[src/rtl/kcfg_pkg.sv]
package kcfg_pkg;
  typedef enum logic [2:0] {
    OP_IDLE     = 3'd0,
    OP_UPDATE   = 3'd1,
    OP_POP_TOP  = 3'd2,
    OP_POP_BOT  = 3'd3,
    OP_PUSH_TOP = 3'd4,
    OP_PUSH_BOT = 3'd5
  } kcfg_op_e;
endpackage

[src/rtl/kcfg_match.sv]
module kcfg_match #(
  parameter int DEPTH   = 16,
  parameter int ENTRY_W = 16,
  parameter int KEY_W   = 5,
  parameter int CNT_W   = 5,
  parameter int IDX_W   = 4
) (
  input  logic                            clk,
  input  logic                            rst_n,
  input  logic [DEPTH-1:0][ENTRY_W-1:0]   ent_i,
  input  logic [CNT_W-1:0]                cnt_i,
  input  logic [KEY_W-1:0]                key_i,
  output logic                            hit_o,
  output logic [IDX_W-1:0]                hit_idx_o
);
  logic             key_ok;
  logic [DEPTH-1:0] hit_vec;

  assign key_ok = (key_i != '0);

  for (genvar gi = 0; gi < DEPTH; gi++) begin : g_cmp
    assign hit_vec[gi] = key_ok && (CNT_W'(gi) < cnt_i) &&
                         (ent_i[gi][KEY_W-1:0] == key_i);
  end

  always_comb begin
    hit_idx_o = '0;
    for (int i = DEPTH - 1; i >= 0; i--) begin
      if (hit_vec[i]) hit_idx_o = IDX_W'(i);
    end
  end

  assign hit_o = |hit_vec;


  unique_key_chk: assert property (@(posedge clk) disable iff (!rst_n)
    $onehot0(hit_vec));
endmodule

[src/rtl/kcfg_store.sv]
module kcfg_store
  import kcfg_pkg::*;
#(
  parameter int DEPTH   = 16,
  parameter int ENTRY_W = 16,
  parameter int CNT_W   = 5,
  parameter int IDX_W   = 4
) (
  input  logic                           clk,
  input  logic                           rst_n,
  input  kcfg_op_e                       op_i,
  input  logic [ENTRY_W-1:0]             field_i,
  input  logic [IDX_W-1:0]               hit_idx_i,
  output logic [DEPTH-1:0][ENTRY_W-1:0]  ent_o,
  output logic [CNT_W-1:0]               cnt_o,
  output logic                           full_o,
  output logic [ENTRY_W-1:0]             evict_o
);
  logic [DEPTH-1:0][ENTRY_W-1:0] ent_q, ent_d;
  logic [CNT_W-1:0]              cnt_q, cnt_d;
  logic                          full;
  logic                          empty;
  logic [IDX_W-1:0]              last_idx;
  logic                          upd_en;

  assign full     = (cnt_q == CNT_W'(DEPTH));
  assign empty    = (cnt_q == '0);
  assign last_idx = IDX_W'(cnt_q - CNT_W'(1));
  assign upd_en   = (op_i != OP_IDLE);

  always_comb begin
    ent_d   = ent_q;
    cnt_d   = cnt_q;
    evict_o = '0;
    case (op_i)
      OP_UPDATE: begin
        ent_d[hit_idx_i] = field_i;
      end
      OP_POP_TOP: begin
        if (!empty) begin
          evict_o         = ent_q[last_idx];
          ent_d[last_idx] = '0;
          cnt_d           = cnt_q - CNT_W'(1);
        end
      end
      OP_POP_BOT: begin
        evict_o = ent_q[0];
        for (int i = 0; i < DEPTH - 1; i++) ent_d[i] = ent_q[i+1];
        ent_d[DEPTH-1] = '0;
        if (!empty) cnt_d = cnt_q - CNT_W'(1);
      end
      OP_PUSH_TOP: begin
        if (full) begin
          evict_o = ent_q[0];
          for (int i = 0; i < DEPTH - 1; i++) ent_d[i] = ent_q[i+1];
          ent_d[DEPTH-1] = field_i;
        end else begin
          ent_d[IDX_W'(cnt_q)] = field_i;
          cnt_d                = cnt_q + CNT_W'(1);
        end
      end
      OP_PUSH_BOT: begin
        if (full) evict_o = ent_q[DEPTH-1];
        else      cnt_d   = cnt_q + CNT_W'(1);
        for (int i = DEPTH - 1; i > 0; i--) ent_d[i] = ent_q[i-1];
        ent_d[0] = field_i;
      end
      default: ;
    endcase
  end

  always_ff @(posedge clk or negedge rst_n) begin
    if (!rst_n) begin
      ent_q <= '0;
      cnt_q <= '0;
    end else if (upd_en) begin
      ent_q <= ent_d;
      cnt_q <= cnt_d;
    end
  end

  assign ent_o  = ent_q;
  assign cnt_o  = cnt_q;
  assign full_o = full;

  for (genvar gi = 0; gi < DEPTH; gi++) begin : g_pack_chk

    packed_slot_chk: assert property (@(posedge clk) disable iff (!rst_n)
      (ent_q[gi] != '0) == (CNT_W'(gi) < cnt_q));
  end


  update_no_move_chk: assert property (@(posedge clk) disable iff (!rst_n)
    (op_i == OP_UPDATE) |=> $stable(cnt_q));


  empty_pop_chk: assert property (@(posedge clk) disable iff (!rst_n)
    (op_i == OP_POP_TOP && empty) |=> (cnt_q == '0 && $stable(ent_q)));


  full_push_chk: assert property (@(posedge clk) disable iff (!rst_n)
    (op_i == OP_PUSH_TOP && full) |=> (cnt_q == CNT_W'(DEPTH)));
endmodule

[src/rtl/kcfg_seq.sv]
module kcfg_seq #(
  parameter int          XLEN     = 64,
  parameter int          ENTRY_W  = 16,
  parameter int          ADDR_W   = 12,
  parameter logic [11:0] TOP_ADDR = 12'h4c0,
  parameter logic [11:0] BOT_ADDR = 12'h4c1
) (
  input  logic               clk,
  input  logic               rst_n,
  input  logic               wr_en_i,
  input  logic [ADDR_W-1:0]  wr_addr_i,
  input  logic [XLEN-1:0]    wr_data_i,
  input  logic [ENTRY_W-1:0] evict_i,
  output logic               apply_o,
  output logic               top_o,
  output logic [ENTRY_W-1:0] field_o,
  output logic               busy_o,
  output logic               done_o,
  output logic [XLEN-1:0]    result_o
);
  localparam int NF     = XLEN / ENTRY_W;
  localparam int FIDX_W = (NF > 1) ? $clog2(NF) : 1;

  logic [XLEN-1:0]   word_q, word_d;
  logic [XLEN-1:0]   res_q, res_d;
  logic [FIDX_W-1:0] idx_q, idx_d;
  logic              top_q, top_d;
  logic              busy_q, busy_d;
  logic              done_q, done_d;
  logic              hit_top, hit_bot, accept, stop, last;

  assign hit_top = (wr_addr_i == ADDR_W'(TOP_ADDR));
  assign hit_bot = (wr_addr_i == ADDR_W'(BOT_ADDR));
  assign accept  = wr_en_i && !busy_q && (hit_top || hit_bot);
  assign field_o = word_q[idx_q*ENTRY_W +: ENTRY_W];
  assign stop    = (idx_q != '0) && (field_o == '0);
  assign last    = (idx_q == FIDX_W'(NF - 1));
  assign apply_o = busy_q && !stop;

  always_comb begin
    word_d = word_q;
    res_d  = res_q;
    idx_d  = idx_q;
    top_d  = top_q;
    busy_d = busy_q;
    done_d = 1'b0;
    if (accept) begin
      word_d = wr_data_i;
      top_d  = hit_top;
      idx_d  = '0;
      busy_d = 1'b1;
      res_d  = '0;
    end else if (busy_q) begin
      if (stop) begin
        busy_d = 1'b0;
        done_d = 1'b1;
      end else begin
        res_d[idx_q*ENTRY_W +: ENTRY_W] = evict_i;
        if (last) begin
          busy_d = 1'b0;
          done_d = 1'b1;
        end else begin
          idx_d = idx_q + FIDX_W'(1);
        end
      end
    end
  end

  always_ff @(posedge clk or negedge rst_n) begin
    if (!rst_n) begin
      word_q <= '0;
      res_q  <= '0;
      idx_q  <= '0;
      top_q  <= 1'b0;
      busy_q <= 1'b0;
      done_q <= 1'b0;
    end else begin
      word_q <= word_d;
      res_q  <= res_d;
      idx_q  <= idx_d;
      top_q  <= top_d;
      busy_q <= busy_d;
      done_q <= done_d;
    end
  end

  assign top_o    = top_q;
  assign busy_o   = busy_q;
  assign done_o   = done_q;
  assign result_o = res_q;


  accept_busy_chk: assert property (@(posedge clk) disable iff (!rst_n)
    accept |=> busy_q);


  busy_end_chk: assert property (@(posedge clk) disable iff (!rst_n)
    (busy_q && !stop && !last) |=> busy_q);


  done_pulse_chk: assert property (@(posedge clk) disable iff (!rst_n)
    done_q |-> (!busy_q ##1 !done_q));


  stop_zero_chk: assert property (@(posedge clk) disable iff (!rst_n)
    (busy_q && stop) |=> (done_q && $stable(res_q)));
endmodule

[src/rtl/kcfg_deque.sv]
module kcfg_deque
  import kcfg_pkg::*;
#(
  parameter int          XLEN     = 64,
  parameter int          DEPTH    = 16,
  parameter int          ENTRY_W  = 16,
  parameter int          KEY_W    = 5,
  parameter int          ADDR_W   = 12,
  parameter logic [11:0] TOP_ADDR = 12'h4c0,
  parameter logic [11:0] BOT_ADDR = 12'h4c1,
  localparam int         CNT_W    = $clog2(DEPTH + 1),
  localparam int         IDX_W    = $clog2(DEPTH)
) (
  input  logic                       clk,
  input  logic                       rst_n,
  input  logic                       wr_en_i,
  input  logic [ADDR_W-1:0]          wr_addr_i,
  input  logic [XLEN-1:0]            wr_data_i,
  output logic                       busy_o,
  output logic                       done_o,
  output logic [XLEN-1:0]            result_o,
  output logic [DEPTH*ENTRY_W-1:0]   entries_o,
  output logic [CNT_W-1:0]           count_o,
  output logic                       full_o
);
  logic                          rst_s1_q, rst_s2_q;
  logic                          rst_sync_n;
  logic                          apply, top_sel, hit;
  logic [ENTRY_W-1:0]            field, evict;
  logic [IDX_W-1:0]              hit_idx;
  logic [DEPTH-1:0][ENTRY_W-1:0] ent;
  logic [CNT_W-1:0]              cnt;
  kcfg_op_e                      op;

  always_ff @(posedge clk or negedge rst_n) begin
    if (!rst_n) begin
      rst_s1_q <= 1'b0;
      rst_s2_q <= 1'b0;
    end else begin
      rst_s1_q <= 1'b1;
      rst_s2_q <= rst_s1_q;
    end
  end
  assign rst_sync_n = rst_s2_q;

  kcfg_seq #(
    .XLEN(XLEN), .ENTRY_W(ENTRY_W), .ADDR_W(ADDR_W),
    .TOP_ADDR(TOP_ADDR), .BOT_ADDR(BOT_ADDR)
  ) u_seq (
    .clk(clk), .rst_n(rst_sync_n),
    .wr_en_i(wr_en_i), .wr_addr_i(wr_addr_i), .wr_data_i(wr_data_i),
    .evict_i(evict), .apply_o(apply), .top_o(top_sel), .field_o(field),
    .busy_o(busy_o), .done_o(done_o), .result_o(result_o)
  );

  kcfg_match #(
    .DEPTH(DEPTH), .ENTRY_W(ENTRY_W), .KEY_W(KEY_W),
    .CNT_W(CNT_W), .IDX_W(IDX_W)
  ) u_match (
    .clk(clk), .rst_n(rst_sync_n),
    .ent_i(ent), .cnt_i(cnt), .key_i(field[KEY_W-1:0]),
    .hit_o(hit), .hit_idx_o(hit_idx)
  );

  always_comb begin
    if (!apply)              op = OP_IDLE;
    else if (hit)            op = OP_UPDATE;
    else if (field == '0)    op = top_sel ? OP_POP_TOP : OP_POP_BOT;
    else                     op = top_sel ? OP_PUSH_TOP : OP_PUSH_BOT;
  end

  kcfg_store #(
    .DEPTH(DEPTH), .ENTRY_W(ENTRY_W), .CNT_W(CNT_W), .IDX_W(IDX_W)
  ) u_store (
    .clk(clk), .rst_n(rst_sync_n),
    .op_i(op), .field_i(field), .hit_idx_i(hit_idx),
    .ent_o(ent), .cnt_o(cnt), .full_o(full_o), .evict_o(evict)
  );

  assign entries_o = ent;
  assign count_o   = cnt;


  full_flag_chk: assert property (@(posedge clk) disable iff (!rst_sync_n)
    full_o == (count_o == CNT_W'(DEPTH)));


  update_zero_result_chk: assert property (@(posedge clk) disable iff (!rst_sync_n)
    (op == OP_UPDATE) |-> (evict == '0));
endmodule

[config.mk]
export PLATFORM = sky130hd
export DESIGN_NAME = kcfg_deque
export DESIGN_NICKNAME = d
export VERILOG_FILES = /design/src/rtl/kcfg_pkg.sv /design/src/rtl/kcfg_match.sv /design/src/rtl/kcfg_store.sv /design/src/rtl/kcfg_seq.sv /design/src/rtl/kcfg_deque.sv
export SDC_FILE = /design/constraint.sdc
export NUM_CORES = 2
export LEC_CHECK = 0
export BUFFER_PORTS_ARGS = -buffer_cell sky130_fd_sc_hd__clkbuf_2
export CORE_MARGIN = 3
export CORE_UTILIZATION = 30
export DETAILED_ROUTE_END_ITERATION = 10
export SKIP_CTS_REPAIR_TIMING = 1
export SLEW_MARGIN = 5
export SYNTH_ARGS = -nofsm -noshare
export SYNTH_HDL_FRONTEND = slang
export SYNTH_SLANG_ARGS = --single-unit
export TNS_END_PERCENT = 1
[constraint.sdc]
create_clock -name clk -period 21.4 [get_ports clk]
set_clock_uncertainty 0.1 [all_clocks]
set_input_delay 1.07 -clock clk [delete_from_list [all_inputs] [get_ports clk]]
set_output_delay 1.07 -clock clk [all_outputs]
set_load 0.005 [all_outputs]
==> metrics <==
count of flip-flops with a built-in enable after synthesis 0; Die Outline Area 98,500 um^2; via-per-instance ratio 6.41; residual overflow from global routing 0; final routed DRC violation total 1; placed cells 4,686; Pre-Repair DR Iteration Count 9; flops & latches, synth 396; DR vias 30,611; Clock Sinks 396; Crit path arrival time 7510 ps; number of max-slew violations in the final report 0; Horiz. Die Dim 314 um; count of different cell masters after synthesis 77; Post-Place Worst Slack 14,490 ps; ratio of cells with drive above 1 in the final layout 20.1%; remaining max-slew budget at the tightest pin 6.33%; placeable core region 93,600 um^2; number of standard cells after synthesis 3,314; actual transition at the worst max-transition pin 1400 ps; number of ports placed on the die boundary 407; sequential cell area fraction in the yosys report 34.8%; maximum achievable frequency 140 MHz; global-route wire length before repair 213,000 um; run status finished, violations left; Rows 112; share of total power in the clock network 50.3%; clk_lat worst skew 620 ps; category of the most critical setup path register to register; post-route ant nets 0; total power divided by cell area 50.3 nW/um^2; number of levels in the clock H-tree 2; Initial Utilization 30.4%; logic gate share of total power 4.1%; crit path max fanout 89; antenna violations before repair 10; NetSw 406 uW; cell at the root of the clock tree sky130_fd_sc_hd__clkbuf_16; Synthesis Warnings 0; total standard cell area after synthesis 28,400 um^2; type of element launching the critical path register; number of nets in the finished design 3,572; setup slack of the critical path after layout 14,280 ps; Layout area overhead 15.4%; CTS clock-pin slew for the worst setup and hold paths 60 ps; capturing element type of the critical path register; number of DRC markers after the initial detailed-route iteration 4,804; register share of total power 45.7%; Final Cycle Share 33.3%; standard cell area after detailed placement 31,300 um^2; vias in the first global route 28,548; Placer Congestion 1.04; Cell Int Power 1.24 mW; overall fraction of global-route tracks in use 29.3%; sum of routed wire length over all layers 151,000 um; number of setup violations in the final report 0; worst hold-check path type input port to async pin; TNS Setup 0 ps; failing checks design-rule violations; power consumption 1.65 mW; final cell count without fillers 4,772; CTS Buf Count 46; Die H 314 um; final HPWL from detailed placement 104,000 um; Peak supply drop 0.0558 mV; CTS tree yes; switching share of power 24.6%; clock buffer depth 3; Max-Cap Viols 0; post-layout min period 7120 ps; proportion of synthesized flip-flops having asynchronous set or reset 100%; pin count of the biggest net entering global routing 157; setup repair after global routing missed its margin false; Final Hold Vio Count 0; final standard cell area without fillers 32,800 um^2; static leakage power 13.3 nW; main flop type after synthesis sky130_fd_sc_hd__dfrtp_1; data required time at the worst endpoint 21,790 ps; detailed-route wire length per cell 31.6 um; port buffer count 406; mean cell area of the mapped netlist 8.58 um^2; net count after synthesis 3,406
[power groups by stage]
stage / Sequential [mW] / Combinational (mW) / Clock, mW
3_5_place_dp: 0.768 / 0.0649 / 0
5_1_grt: 0.754 / 0.0705 / 0.861
4_1_cts: 0.754 / 0.0651 / 0.834
6_report: 0.754 / 0.0669 / 0.830
3_3_place_gp: 0.768 / 0.0647 / 0
2_1_floorplan: 0.776 / 0.0266 / 0
[metrics by stage]
stage	util, %	hold slack, ps
6_report	35.1	139
5_1_grt	35.1	129
4_1_cts	35.1	118
3_5_place_dp	33.4	244
3_3_place_gp	33.4	235
2_1_floorplan	-	231
[layout by cell type (no fill, tap or decap), types with 60 or more instances in the layout]
cell type / synthesis / layout
sky130_fd_sc_hd__nand2_1: 627 / 627
sky130_fd_sc_hd__clkbuf_2: 1 / 406
sky130_fd_sc_hd__dfrtp_1: 396 / 393
sky130_fd_sc_hd__o21ai_0: 288 / 280
sky130_fd_sc_hd__a22o_1: 199 / 199
sky130_fd_sc_hd__a22oi_1: 196 / 196
sky130_fd_sc_hd__inv_1: 151 / 150
sky130_fd_sc_hd__o221ai_1: 129 / 129
sky130_fd_sc_hd__a21oi_1: 130 / 124
sky130_fd_sc_hd__nor2_1: 119 / 119
sky130_fd_sc_hd__mux4_2: 93 / 93
sky130_fd_sc_hd__a221o_1: 81 / 81
sky130_fd_sc_hd__xnor2_1: 76 / 75
sky130_fd_sc_hd__nor3_1: 64 / 60
[path summary, 6_finish.rpt]
check / startpoint / to / slack, ps / depth (start not counted)
worst max-delay path: u_seq.idx_q[1]$_DFFE_PN0P_ / u_store.ent_o[176]$_DFFE_PN0P_ / 14280 / 14
worst min register to register: rst_s1_q$_DFF_PN0_ / rst_s2_q$_DFF_PN0_ / 250 / 0
worst max register to register: u_seq.idx_q[1]$_DFFE_PN0P_ / u_store.ent_o[176]$_DFFE_PN0P_ / 14280 / 14
min in group clk: rst_s1_q$_DFF_PN0_ / rst_s2_q$_DFF_PN0_ / 250 / 0
worst min-delay path: rst_n / rst_s2_q$_DFF_PN0_ / 140 / 1
max in group asynchronous: rst_s2_q$_DFF_PN0_ / u_store.ent_o[149]$_DFFE_PN0P_ / 17710 / 3
[sequential cells by signal (all words and copies together), names as in the netlist]
name            count
u_store.cnt_o       5
u_seq.top_o         1
rst_s2_q            1
u_seq.word_q       64
u_seq.done_o        1
u_store.ent_o     256
rst_s1_q            1
u_seq.busy_o        1
u_seq.result_o     64
u_seq.idx_q         2
[critical path, cell delays in order (launching register included)]
cell and delay, ps:
sky130_fd_sc_hd__dfrtp_2 340, sky130_fd_sc_hd__buf_4 530, sky130_fd_sc_hd__mux4_2 980, sky130_fd_sc_hd__nand2b_1 190, sky130_fd_sc_hd__and3_1 150, sky130_fd_sc_hd__o221ai_1 190, sky130_fd_sc_hd__nor4_1 850, sky130_fd_sc_hd__or4_1 580
sky130_fd_sc_hd__nor3_4 80, sky130_fd_sc_hd__buf_4 340, sky130_fd_sc_hd__a21oi_4 210, sky130_fd_sc_hd__buf_4 810, sky130_fd_sc_hd__buf_4 1000, sky130_fd_sc_hd__o221ai_1 270, sky130_fd_sc_hd__a22o_1 230
[per-layer routing]
layer | GRT usage, % | up-vias | share of wire, %
met4 | 18.0 | 8 | 7.5
met3 | 10.5 | 556 | 13
li1 | - | 12752 | -
met1 | 35.6 | 15061 | 36
met2 | 44.2 | 2234 | 43
met5 | 0 | - | 0.031
[cells in the mapped netlist (all sizes together) (65+ instances only)]
library cell  count  area share [%]
o21ai           294             5.2
xnor2            76             2.3
clkbuf          254             3.4
buf              92             1.6
o221ai          129             4.0
dfrtp           396              35
nand2           628             8.3
inv             152             2.0
a21oi           133             2.4
a22o            199             6.1
a22oi           197             5.2
mux4             93             7.4
a221o            81             2.9
nor3             65             1.2
nor2            121             1.7
[final cells by class]
| type | instances | area, um^2 |
|---|---|---|
| diodes | 3 | 7.51 |
| clock buffers | 66 | 1320 |
| fillers | 9749 | 60800 |
| repair buffers | 464 | 2480 |
| clock inverters | 17 | 208 |
| inverters | 152 | 573 |
| multi-input cells | 2420 | 16700 |
| well taps | 1254 | 1570 |
| flip-flops and latches | 396 | 9920 |
[kinds of logic after synthesis]
family | share of synthesized area, %
buffers and inverters | 7.00
flip-flops | 34.8
other | 0.0132
AND/OR/NAND/NOR | 14.7
XOR/XNOR | 2.74
multiplexers | 8.68
adder cells (fa/ha/maj) | 0.572
AO/OA/AOI/OAI | 31.5
Power figures use the tool's default switching activity.
